==> src/rtl/xec_pkg.sv <==
package xec_pkg;

   // Bits needed to hold any value from 0 to max_val inclusive.
   function automatic int unsigned cnt_bits(input int unsigned max_val);
      return (max_val < 2) ? 1 : $clog2(max_val + 1);
   endfunction

   // Bits needed to index positions 0 to n-1.
   function automatic int unsigned idx_bits(input int unsigned n);
      return (n < 2) ? 1 : $clog2(n);
   endfunction

endpackage

==> src/rtl/xec_sync_chain.sv <==
module xec_sync_chain #(
   parameter int STAGES = 2
) (
   input  logic clk,
   input  logic rst,
   input  logic async_i,
   output logic sync_o
);

   generate
      if (STAGES == 1) begin : g_single
         logic cap_q;
         always_ff @(posedge clk) begin
            if (rst) cap_q <= 1'b0;
            else     cap_q <= async_i;
         end
         assign sync_o = cap_q;
      end else begin : g_chain
         logic [STAGES-1:0] shf_q;
         always_ff @(posedge clk) begin
            if (rst) shf_q <= '0;
            else     shf_q <= {shf_q[STAGES-2:0], async_i};
         end
         assign sync_o = shf_q[STAGES-1];
      end
   endgenerate

endmodule

==> src/rtl/xec_xor_reduce.sv <==
module xec_xor_reduce #(
   parameter int WIDTH = 4
) (
   input  logic [WIDTH-1:0] bits_i,
   output logic             par_o
);

   generate
      if (WIDTH == 1) begin : g_pass
         assign par_o = bits_i[0];
      end else begin : g_tree
         // Balanced pairwise tree stored level by level in a flat vector.
         localparam int NODES = 2 * WIDTH - 1;
         logic [NODES-1:0] node;
         assign node[WIDTH-1:0] = bits_i;
         for (genvar k = 0; k < WIDTH - 1; k++) begin : g_node
            assign node[WIDTH + k] = node[2*k] ^ node[2*k + 1];
         end
         assign par_o = node[NODES-1];
      end
   endgenerate

endmodule

==> src/rtl/xec_bias_window.sv <==
module xec_bias_window #(
   parameter int WIN_LEN = 256,
   parameter int CNT_W   = 9
) (
   input  logic             clk,
   input  logic             rst,
   input  logic             en_i,
   input  logic             bit_vld_i,
   input  logic             bit_i,
   output logic [CNT_W-1:0] ones_o,
   output logic             done_o
);

   localparam int POS_W = xec_pkg::idx_bits(WIN_LEN);
   localparam logic [POS_W-1:0] LAST_POS = POS_W'(WIN_LEN - 1);

   logic [POS_W-1:0] pos_q;
   logic [CNT_W-1:0] acc_q;
   logic [CNT_W-1:0] acc_nxt;

   assign acc_nxt = acc_q + CNT_W'(bit_i);

   always_ff @(posedge clk) begin
      if (rst) begin
         pos_q  <= '0;
         acc_q  <= '0;
         ones_o <= '0;
         done_o <= 1'b0;
      end else begin
         done_o <= 1'b0;
         if (!en_i) begin
            pos_q <= '0;
            acc_q <= '0;
         end else if (bit_vld_i) begin
            if (pos_q == LAST_POS) begin
               ones_o <= acc_nxt;
               done_o <= 1'b1;
               pos_q  <= '0;
               acc_q  <= '0;
            end else begin
               pos_q <= pos_q + 1'b1;
               acc_q <= acc_nxt;
            end
         end
      end
   end

endmodule

==> src/rtl/xor_entropy_combiner.sv <==
module xor_entropy_combiner #(
   parameter  int NUM_SRC     = 4,
   parameter  int SYNC_STAGES = 2,
   parameter  int WIN_LEN     = 256,
   localparam int CNT_W       = xec_pkg::cnt_bits(WIN_LEN)
) (
   input  logic               clk,
   input  logic               rst,
   input  logic               en_i,
   input  logic [NUM_SRC-1:0] osc_i,
   output logic               raw_o,
   output logic               valid_o,
   output logic [CNT_W-1:0]   ones_o,
   output logic               win_done_o
);

   localparam int LATENCY = SYNC_STAGES + 1;
   localparam int FILL_W  = xec_pkg::cnt_bits(LATENCY);
   localparam logic [FILL_W-1:0] FILL_FULL = FILL_W'(LATENCY);

   // Elaboration-time legality checks.
   generate
      if (SYNC_STAGES < 1 || SYNC_STAGES > 2) begin : g_bad_stages
         $error("SYNC_STAGES must be 1 or 2");
      end
      if (NUM_SRC < 1) begin : g_bad_src
         $error("NUM_SRC must be at least 1");
      end
      if (WIN_LEN < 2) begin : g_bad_win
         $error("WIN_LEN must be at least 2");
      end
   endgenerate

   logic [NUM_SRC-1:0] sync_bits;
   logic               parity;
   logic               raw_q;
   logic [FILL_W-1:0]  fill_q;

   for (genvar i = 0; i < NUM_SRC; i++) begin : g_src
      xec_sync_chain #(.STAGES(SYNC_STAGES)) u_sync (
         .clk     (clk),
         .rst     (rst),
         .async_i (osc_i[i]),
         .sync_o  (sync_bits[i])
      );
   end

   xec_xor_reduce #(.WIDTH(NUM_SRC)) u_xor (
      .bits_i (sync_bits),
      .par_o  (parity)
   );

   always_ff @(posedge clk) begin
      if (rst) raw_q <= 1'b0;
      else     raw_q <= parity;
   end

   // Counts consecutive enabled edges until the pipeline holds fresh data.
   always_ff @(posedge clk) begin
      if (rst || !en_i)          fill_q <= '0;
      else if (fill_q != FILL_FULL) fill_q <= fill_q + 1'b1;
   end

   assign raw_o   = raw_q;
   assign valid_o = (fill_q == FILL_FULL);

   xec_bias_window #(.WIN_LEN(WIN_LEN), .CNT_W(CNT_W)) u_win (
      .clk       (clk),
      .rst       (rst),
      .en_i      (en_i),
      .bit_vld_i (valid_o),
      .bit_i     (raw_q),
      .ones_o    (ones_o),
      .done_o    (win_done_o)
   );

endmodule

==> config.mk <==
export PLATFORM = sky130hd
export DESIGN_NAME = xor_entropy_combiner
export DESIGN_NICKNAME = d
export VERILOG_FILES = /design/src/rtl/xec_pkg.sv /design/src/rtl/xec_sync_chain.sv /design/src/rtl/xec_xor_reduce.sv /design/src/rtl/xec_bias_window.sv /design/src/rtl/xor_entropy_combiner.sv
export SDC_FILE = /design/constraint.sdc
export NUM_CORES = 1
export LEC_CHECK = 0
export BUFFER_PORTS_ARGS = -buffer_cell sky130_fd_sc_hd__buf_2
export CAP_MARGIN = 20
export CORE_ASPECT_RATIO = 0.9
export CORE_MARGIN = 3
export CORE_UTILIZATION = 55
export DETAILED_ROUTE_END_ITERATION = 8
export PLACE_DENSITY = 0.87
export SLEW_MARGIN = 20
export SYNTH_ARGS = -nofsm -noshare
export SYNTH_HDL_FRONTEND = slang
export SYNTH_SLANG_ARGS = --single-unit
==> constraint.sdc <==
create_clock -name clk -period 4.19 [get_ports clk]
set_input_delay 0.419 -clock clk [delete_from_list [all_inputs] [get_ports clk]]
set_output_delay 0.419 -clock clk [all_outputs]
set_load 0.1 [all_outputs]
# [Word-level counts from Yosys, hierarchy flattened]
# Cells that the tools add are included.
[op_classes] add_sub_neg=3 eq_ne=3 muxes=3 bitwise_logic=5 reduce_logical=5
[op_table] cell="9-bit by 1-bit adder with 9-bit output" n=1
[op_table] cell="9-bit two-way mux" n=1
[op_table] cell="8-bit by 1-bit adder with 8-bit output, second input constant" n=1
[op_table] cell="8-bit equality test, second input constant" n=1
[op_table] cell="8-bit two-way mux" n=1
[op_table] cell="3-bit AND reduction" n=1
[op_table] cell="3-bit OR reduction" n=1
[op_table] cell="1-bit bitwise XOR" n=3
[op_table] cell="2-bit by 1-bit adder with 2-bit output, second input constant" n=1
[op_table] cell="2-bit equality test, second input constant" n=1
[op_table] cell="2-bit != test, second input constant" n=1
[op_table] cell="1-bit NOT" n=2
[op_table] cell="2-bit OR reduction" n=1
[op_table] cell="1-bit zero test" n=1
[op_table] cell="1-bit logical OR" n=1
[op_table] cell="1-bit two-way mux" n=1
[word_totals] regBits=38 in_bits=7 out_inout_bits=12 wordCells=29

# [Depth between registers and ports, before layout]
# Gate-level depths: netlist of run 1.
[depth] depth_word=3 depth_mapped=7 mapped_depth_nobuf=6

# [Cells and area by module]
# From an unflattened synthesis of run 1, not the netlist that was laid out.
[hier_totals] hier_cells=167 area_unflattened_um2=1599.0
[modules_own_cells] module="xec_bias_window" n_inst=1 cells_per_inst=137 area_per_inst_um2=1238.7 seq_area_each_um2=540.5
[modules_own_cells] module="xec_sync_chain" n_inst=4 cells_per_inst=4 area_per_inst_um2=52.6 seq_area_each_um2=40.0
[modules_own_cells] module="xor_entropy_combiner" n_inst=1 cells_per_inst=11 area_per_inst_um2=123.9 seq_area_each_um2=60.1
[modules_own_cells] module="xec_xor_reduce" n_inst=1 cells_per_inst=3 area_per_inst_um2=26.3 seq_area_each_um2=0.0

# [Least setup slack after synthesis of run 1]
# Ideal clock, no wire load.
[synth_path] kind="register to register" start="register fill_q[0]" end="register u_win.ones_o[5]" setup_ns=0.086 arrival_time_ns=2.229 t_required_ns=4.104 path_slack_ns=1.876 path_stages_with_launch=8 path_buffers=2 period_less_slack_ns=2.314 path_cell_list="dfxtp_1 -> ha_1 -> and3_1 -> and4_1 -> buf_4 -> buf_6 -> nor2_1 -> a211oi_1"
[synth_via] elab_chain_cells=2
[synth_lines] element="from (decl)" line_no="xor_entropy_combiner.sv:37" rtl="logic [FILL_W-1:0] fill_q;"
[synth_lines] element="from (signal assigned)" line_no="xor_entropy_combiner.sv:61" rtl="else if (fill_q != FILL_FULL) fill_q <= fill_q + 1'b1;"
[synth_lines] element="2-bit equality test" line_no="xor_entropy_combiner.sv:65" rtl="assign valid_o = (fill_q == FILL_FULL);"
[synth_lines] element="via valid_o" line_no="xor_entropy_combiner.sv:12" rtl="output logic valid_o,"
[synth_lines] element="3-bit AND reduction (no source line)"
[synth_lines] element="to (signal assigned)" line_no="xec_bias_window.sv:36" rtl="ones_o <= acc_nxt;"
[synth_lines] element="to (decl)" line_no="xec_bias_window.sv:10" rtl="output logic [CNT_W-1:0] ones_o,"
# The timed path passes the listed nets, and every way through them passes these cells.
# A chain may end at the register's enable or synchronous reset.

# [Worst setup path after layout of run 1]
[layout_path] start="register fill_q[0]" end="output port valid_o"
[layout_via] elab_chain_cells=1
[layout_lines] element="2-bit equality test" line_no="xor_entropy_combiner.sv:65"
[layout_lines] element="to (decl)" line_no="xor_entropy_combiner.sv:12"
# No other way between the ends.

==> results.toml, run 1 <==
[power]
p_leak_nw = 0.633
seqPwrFrac = 0.622
clockPowerShare = 0.329
net-switching-power_uw = 137
max-vdd-ir-drop_mv = 0.207
p_int_uw = 457
cellPowerDensity_nw_per_um2 = 342
swShare = 0.230
combPwrFrac = 0.049

[critical_path]
criticalPathCategory = "flip-flop to output pin"
r2r-end = "u_win.ones_o[1]$_SDFFE_PP0P_"
critPathRequiredTime_ns = 3.77
end_kind = "output pin"
critPathMaxFanout = 25
max_stage_delay_ns = 0.66
crit_arrival_ns = 1.93
worstReg2RegStart = "fill_q[0]$_SDFFE_PP0P_"
reg2reg_depth = 5
r2r_slack_ns = 1.85
slowest_stage = "ha_1"
crit_path_start_kind = "flip-flop"
path_cells = "ha_1 -> buf_2"
critPathLaunch = "fill_q[0]$_SDFFE_PP0P_"

[layout]
fin_nets = 192
layout.filler_cells = 214
multiInputGateArea_um2 = 772
fin_cells = 220
drive_gt1_frac = 0.148
post-route-util = 0.664
antenna_cells = 0
ff_latch_area_um2 = 761
areaGrowthSynthToFinish_pct = 8.60

[sta]
period_needed_ns = 2.35
tightestPinTransition_ns = 0.765
setup_tns_ns = 0
rsz0062_at_grt = "no"
slew_viol_final = 0
hold_ws_ns = 0.276
setup_viol = 0
fin_worst_skew_ns = 0.00963
fin_crit_sh = 0.560
maxSlewHeadroom = 0.490
setup_ws_ns = 1.84
hold_viol_final = 0
timing.fmax_mhz = 426

[route]
num_vias = 1243
drt-vias-per-instance = 5.65
drt_iter0_drc = 62
drt-total-wl_mm = 3.12
wl_per_cell_um = 14.2
route.detailed.drc = 0
first_pass_iters = 4
ant_nets = 0

[logic_synthesis]
synth_edf_count = 0
synth.cell_area_um2 = 1600
yosysMostFrequentCell = "dfxtp_1"
synthesis.nets = 178
yosys.area.top_type = "dfxtp_1"
syn_inst = 167
ys.flop_type = "dfxtp_1"
avgSynthCellArea_um2 = 9.58
ys_types = 33
synth_seq_cells = 38
yosys-top-cells-area = "dfxtp_1 48%, xnor2_1 6.0%, nor2_1 5.2%"
yosys.area.top_type_share = 0.475
ys_seq_area_frac = 0.475
synth-warning-count = 0
async_reset_ff_frac = 0
yosys-top-cells-count = "38 x dfxtp_1, 22 x nor2_1, 11 x xnor2_1, 9 x nor2b_1"

[clock_tree]
cts_sinks = 38
ctsHoldBuffers = 0
post_cts_resized = 0
numCtsBuffers = 5
clock_path_buffers = 2
cts.clk_slew.worst_paths_ns = 0.10
clock_latency_ns = 0.35
htree_levels = 2
root_buffer = "clkbuf_4"
cts_tree = "done"
cts_setup_buffers = 0

[flow_run]
maxCapViolCount = 0

[run_status]
status = "complete, no violations"

[worst_hold_path]
holdPathEnd = "g_src[3].u_sync.g_chain.shf_q[0]$_SDFF_PP0_"
min_from = "osc_i[3]"
whs_path_depth = 2
min_path_type = "primary input to flip-flop"

[floorplan]
floorplan.initialDensity = 0.612
die-width_um = 62.9
row_count = 17
io_pins = 19
core_area_um2 = 2620
die-area_um2 = 3590
die_h_um = 57.2

[place]
dp_cells = 212
portBuffers = 18
dp_slack_ns = 1.88
dp.final_hpwl_mm = 2.28
gp_congestion = 0.870

[global_route]
grt_pass1_wl_mm = 5.42
track_usage = 0.190
grt_pass1_vias = 1234
antenna_found_initial = 0
overflow = 0
grt_start_max_net_pins = 26
## cell families after synthesis
kind of cell	share of synthesized area
compound gates	0.102
mux	0.0188
simple gates	0.238
flops	0.475
buf+inv	0.0422
fa+ha+maj	0.0313
xor+xnor	0.0930
## cell type report
class,count,area share
Clock inverter,1,0.00288
Multi-Input combinational cell,116,0.444
Sequential cell,38,0.438
Clock buffer,7,0.0317
Inverter,2,0.00432
Tap cell,38,0.0274
Timing Repair Buffer,18,0.0518
## critical path, delay by kind of cell, from the launching register on
family	cells	cell delay [ns]
adders and majority gates	1	0.66
buffers and inverters	1	0.55
DFF	1	0.36
## power by group through the flow
stage	Sequential, mW	Clock (mW)	Combinational, mW
final	0.369	0.195	0.0293
after global routing	0.370	0.214	0.0321
after CTS	0.369	0.198	0.0294
after detailed placement	0.377	0	0.0291
after global placement	0.377	0	0.0280
after floorplan	0.383	0	0.0158
## layer usage
layer  global-route usage  vias up  wire, um
met3               0.0610       14       225
met1                0.223      568      1320
met5                    0        -         0
met4               0.0818        0       104
met2                0.320       57      1470
li1                     -      604         -
## state kept, by name, indices dropped and copies added (netlist names)
| name | flops |
|---|---|
| fill_q | 2 |
| g_src.u_sync.g_chain.shf_q | 8 |
| raw_o | 1 |
| u_win.acc_q | 9 |
| u_win.done_o | 1 |
| u_win.ones_o | 9 |
| u_win.pos_q | 8 |
## layout by cell type (no fill, tap or decap), types with 2 or more instances in the layout
cell      count
clkbuf_4      5
o21ai_0       3
nor2_1       22
inv_1         2
nor3b_1       3
and3_1        4
ha_1          4
and4_1        2
nand2b_1      5
nand4_1       3
nand3_1       8
mux2i_1       3
nor2b_1       9
o32ai_1       2
dfxtp_1      38
a21oi_1       4
buf_2        18
xnor2_1      11
a32o_1        3
a211oi_1      7
xor2_1        6
nand2_1       6
o22ai_1       2
## how the worst max path moves through the flow
stage / endpoint / slack [ns]
after floorplan: u_win.ones_o[5]$_SDFFE_PP0P_ / 1.88
after global placement: u_win.ones_o[0]$_SDFFE_PP0P_ / 2.03
after detailed placement: u_win.ones_o[0]$_SDFFE_PP0P_ / 1.88
after CTS: u_win.ones_o[1]$_SDFFE_PP0P_ / 1.86
after global routing: u_win.ones_o[1]$_SDFFE_PP0P_ / 1.64
final: valid_o / 1.84
## per-stage QoR
step | total power, mW | cell area (um2)
2_1_floorplan | 0.399 | 1600
3_3_place_gp | 0.405 | 1680
3_5_place_dp | 0.407 | 1680
4_1_cts | 0.597 | 1740
5_1_grt | 0.616 | 1740
6_report | 0.594 | 1740
No activity file was read; power rests on OpenSTA's default activity.
==> run 2: changes to the inputs <==
Settings changed: CORE_UTILIZATION 55 to 51, PLACE_DENSITY 0.87 to 0.85.
Clock period 4.19 ns to 2.1 ns, I/O delays scaled along.
==> run 2 against run 1 <==
Against the previous run: total power up 110%; clock-buffer cell count is 1 higher; hold slack got worse by 0.20 ns; global-route usage down 1.3 points; sequential share of layout area fell by 1.1 points; utilization fell by 4.0 points; combinational power grew 100%; sequential power increased by 99%.
==> results.toml, run 2 (synthesis gave the netlist of run 1 again) <==
[run_status]
status = "complete, no violations"

[global_route]
overflow = 0
antenna_found_initial = 0
track_usage = 0.177
grt_start_max_net_pins = 25
grt_pass1_vias = 1146
grt_pass1_wl_mm = 5.08

[sta]
setup_tns_ns = 0
hold_ws_ns = 0.0735
hold_viol_final = 0
maxSlewHeadroom = 0.673
fin_crit_sh = 0.869
fin_worst_skew_ns = 0.00373
tightestPinTransition_ns = 0.489
timing.fmax_mhz = 548
period_needed_ns = 1.82
setup_viol = 0
slew_viol_final = 0
rsz0062_at_grt = "no"

[critical_path]
crit_path_start_kind = "flip-flop"
path_cells = "ha_2 -> buf_4 -> buf_2"
max_stage_delay_ns = 0.47
critPathMaxFanout = 24
r2r_slack_ns = 0.39
end_kind = "output pin"
criticalPathCategory = "flip-flop to output pin"
slowest_stage = "buf_2"
crit_arrival_ns = 1.61
critPathRequiredTime_ns = 1.89

[place]
gp_congestion = 0.788
portBuffers = 18
dp.final_hpwl_mm = 2.11
place_area_um2 = 1710
dp_cells = 217

[clock_tree]
ctsHoldBuffers = 0
clock_path_buffers = 2
post_cts_resized = 0
numCtsBuffers = 5
root_buffer = "clkbuf_4"
cts_tree = "done"
cts.clk_slew.worst_paths_ns = 0.10
cts_setup_buffers = 0
htree_levels = 2
cts_sinks = 38
clock_latency_ns = 0.34

[floorplan]
core_area_um2 = 2860
io_pins = 19
die-width_um = 65.0
floorplan.initialDensity = 0.559
row_count = 18
die_h_um = 59.1
die-area_um2 = 3850

[layout]
stdcell_area_um2 = 1790
layout_common_cells = "37 x dfxtp_1, 22 x nor2_1, 18 x buf_2"
mostFrequentLayoutCell = "dfxtp_1"
reg.largest.list = "u_win.acc_q (9), u_win.ones_o (9)"
areaGrowthSynthToFinish_pct = 11.6
antenna_cells = 0
fin_cells = 225
drive_gt1_frac = 0.178
fin_nets = 195

[route]
drt-vias-per-instance = 5.21
drt-total-wl_mm = 2.88
wl_per_cell_um = 12.8
ant_nets = 0
num_vias = 1173
route.detailed.drc = 0
first_pass_iters = 4
drt_iter0_drc = 31

[power]
p_leak_nw = 0.656
cellPowerDensity_nw_per_um2 = 701
max-vdd-ir-drop_mv = 0.384

[worst_hold_path]
min_path_type = "primary input to flip-flop"

[flow_run]
maxCapViolCount = 0
==> run 2: changes by cell type in the layout (fill, tap and decap cells not counted) <==
cell	previous run	this run
buf_4	0	3
clkbuf_1	1	0
clkbuf_8	1	3
clkinv_2	1	0
dfxtp_1	38	37
dfxtp_2	0	1
ha_1	4	3
ha_2	0	1
==> run 2: power breakdown <==
part	switching (mW)	total, mW	internal (mW)
logic	0.0399	0.0592	0.0193
clock network	0.228	0.457	0.229
registers	0.00414	0.736	0.732
==> run 2: final timing paths <==
check                                              startpoint                                          end  cells after the start
setup / recovery                       fill_q[0]$_SDFFE_PP0P_                                      valid_o                      3
hold / removal                                       osc_i[2]  g_src[2].u_sync.g_chain.shf_q[0]$_SDFF_PP0_                      2
setup reg to reg                  u_win.pos_q[0]$_SDFFE_PP0N_                 u_win.ones_o[5]$_SDFFE_PP0P_                      6
hold reg to reg   g_src[2].u_sync.g_chain.shf_q[0]$_SDFF_PP0_  g_src[2].u_sync.g_chain.shf_q[1]$_SDFF_PP0_                      1
==> run 2: per-layer routing <==
| layer | track usage | share of wire |
|---|---|---|
| met4 | 0.0621 | 0.016 |
| met1 | 0.199 | 0.45 |
| met3 | 0.0740 | 0.046 |
| met2 | 0.305 | 0.49 |
| met5 | 0 | 0 |
==> run 2: stage by stage <==
step                total power [mW]  setup slack [ns]  utilization
global route                    1.31             0.172        0.624
floorplan                      0.797             0.134            -
global placement               0.810             0.504        0.597
finish                          1.25             0.276        0.624
CTS                             1.27             0.243        0.624
detailed placement             0.812             0.414        0.597
==> run 2: area by class of cell <==
cell class / instances / area (um2)
multi-input combinational: 116 / 774
inverter: 2 / 7.51
timing repair buffer: 21 / 113
clock buffer: 8 / 78.8
sequential: 38 / 762
tap: 40 / 50.0
fill: 249 / 1070
==> run 2: critical path: cells and delay by family, from the launching register on <==
family	cells	cell delay (ns)
DFF	1	0.37
adders and majority gates	1	0.19
buffers and inverters	2	0.71
==> run 3: changes to the inputs <==
Settings changed: ABC_AREA from default to 1.
==> run 3 against run 2 <==
Against the previous run: total power fell by 5.3%; die area rose by 0.29%; sequential power hardly changed; first-iteration DRC count up 140%; register-to-register slack better by 0.02 ns; design area stayed put; critical path type unchanged; highest routed layer unchanged.
==> results.toml, run 3 <==
[run_status]
status = "complete, no violations"

[clock_tree]
post_cts_resized = 0
cts_sinks = 38
root_buffer = "clkbuf_4"
cts_tree = "done"
clock_path_buffers = 2
numCtsBuffers = 5
cts_setup_buffers = 0
clock_latency_ns = 0.35
htree_levels = 2
cts.clk_slew.worst_paths_ns = 0.11
ctsHoldBuffers = 0

[route]
num_vias = 1344
drt-vias-per-instance = 4.80
drt_iter0_drc = 73
ant_nets = 0
route.detailed.drc = 0
first_pass_iters = 4
drt-total-wl_mm = 2.86
wl_per_cell_um = 10.2

[sta]
hold_ws_ns = 0.0557
setup_tns_ns = 0
maxSlewHeadroom = 0.668
period_needed_ns = 1.72
tightestPinTransition_ns = 0.498
timing.fmax_mhz = 582
fin_crit_sh = 0.819
fin_worst_skew_ns = 0.0131
setup_viol = 0
hold_viol_final = 0
rsz0062_at_grt = "no"
slew_viol_final = 0
setup_ws_ns = 0.381

[floorplan]
die_h_um = 59.2
row_count = 18
die-width_um = 65.1
die-area_um2 = 3860
floorplan.initialDensity = 0.557
core_area_um2 = 2880
io_pins = 19

[logic_synthesis]
ys.flop_type = "dfxtp_1"
synth_edf_count = 0
yosys-top-cells-count = "52 x nand2_1, 45 x nor2_1, 38 x dfxtp_1, 25 x inv_1, 14 x a21oi_1"
yosys-top-cells-area = "dfxtp_1 47%, nand2_1 12%, nor2_1 11%"
syn_inst = 218
synth.cell_area_um2 = 1610
synthesis.nets = 229
yosys.area.top_type = "dfxtp_1"
async_reset_ff_frac = 0
synth-warning-count = 0
yosysMostFrequentCell = "nand2_1"
synth_seq_cells = 38
avgSynthCellArea_um2 = 7.36
yosys.area.top_type_share = 0.474
ys_types = 21
ys_seq_area_frac = 0.474

[global_route]
overflow = 0
grt_pass1_vias = 1167
antenna_found_initial = 0
grt_pass1_wl_mm = 4.96
grt_use_met2 = 0.261
grt_busiest_layer = "met2"
grt_start_max_net_pins = 17
groute.layer.met1.usage = 0.211
track_usage = 0.169
grt_use_met3 = 0.0455

[critical_path]
path_cells = "ha_1 -> buf_2"
r2r_slack_ns = 0.41
crit_path_start_kind = "flip-flop"
critPathRequiredTime_ns = 1.89
slowest_stage = "buf_2"
criticalPathCategory = "flip-flop to output pin"
max_stage_delay_ns = 0.48
path_delay_family = "buffers and inverters"
cp.buffers_inverters = 1
crit_arrival_ns = 1.51
end_kind = "output pin"
critPathMaxFanout = 7

[power]
max-vdd-ir-drop_mv = 0.455
p_leak_nw = 0.764
cellPowerDensity_nw_per_um2 = 664
p_total_mw = 1.19

[worst_hold_path]
min_path_type = "primary input to flip-flop"

[place]
dp.final_hpwl_mm = 2.09
portBuffers = 18
gp_congestion = 0.874
dp_slack_ns = 0.453

[layout]
fin_nets = 250
antenna_cells = 0
mostFrequentLayoutCell = "nand2_1"
reg.largest.list = "u_win.acc_q (9), u_win.ones_o (9)"
areaGrowthSynthToFinish_pct = 11.2
layout.filler_cells = 266
layout_common_cells = "52 x nand2_1, 45 x nor2_1, 38 x dfxtp_1"
drive_gt1_frac = 0.133
post-route-util = 0.619

[flow_run]
maxCapViolCount = 0
run 3: cell types whose count changed after synthesis, moves of 8 or more:
cell     before  now
nor2_1       22   45
nand2_1       6   52
nor2b_1       9    0
inv_1         2   25
o21ai_1       0    9
a21oi_1       4   14
xnor2_1      11    3
run 3: area by class of cell:
class                   instances  area (um2)  area share
flip-flops and latches         38         761       0.426
repair buffers                 18        90.1      0.0505
inverters                      26         103      0.0575
clock inverters                 2        12.5     0.00701
clock buffers                   6        51.3      0.0287
multi-input cells             150         718       0.402
well taps                      40        50.0      0.0280
run 3: cell families (layout without fill, tap and decap cells):
family,after synthesis,count (layout),share of synthesized area
adder cells (fa/ha/maj),4,4,0.0312
AND/OR/NAND/NOR,109,109,0.281
buffers and inverters,30,52,0.0787
XOR/XNOR,7,7,0.0382
flip-flops,38,38,0.474
AO/OA/AOI/OAI,30,30,0.0974
run 3: tightest hold or removal path, cell delays in order:
cell and delay, ns:
buf_2 0.09, inv_1 0.04, nor2_1 0.03
run 3: worst paths after layout:
check	start	endpoint	cells past startpoint
setup / recovery	fill_q[0]$_SDFFE_PP0P_	valid_o	2
hold / removal	osc_i[3]	g_src[3].u_sync.g_chain.shf_q[0]$_SDFF_PP0_	3
setup reg to reg	fill_q[0]$_SDFFE_PP0P_	u_win.acc_q[6]$_SDFFE_PP0N_	5
hold reg to reg	g_src[3].u_sync.g_chain.shf_q[0]$_SDFF_PP0_	g_src[3].u_sync.g_chain.shf_q[1]$_SDFF_PP0_	2
run 3: metrics by stage:
| step | cell area [um2] | cells |
|---|---|---|
| 2_1_floorplan | 1610 | 218 |
| 3_3_place_gp | 1720 | 272 |
| 3_5_place_dp | 1720 | 272 |
| 4_1_cts | 1790 | 280 |
| 5_1_grt | 1790 | 280 |
| 6_report | 1790 | 280 |
run 3: per-layer routing:
metal | part of all wire | vias up
met5 | 0 | -
met4 | 0.020 | 0
met3 | 0.043 | 8
met2 | 0.46 | 29
met1 | 0.48 | 587
li1 | - | 720
run 3: report_power, final:
part	switching (mW)	internal [mW]	leakage, nW
registers	0.00426	0.731	0.308
clock network	0.237	0.161	0.0343
logic	0.0375	0.0149	0.421
total	0.278	0.907	0.764
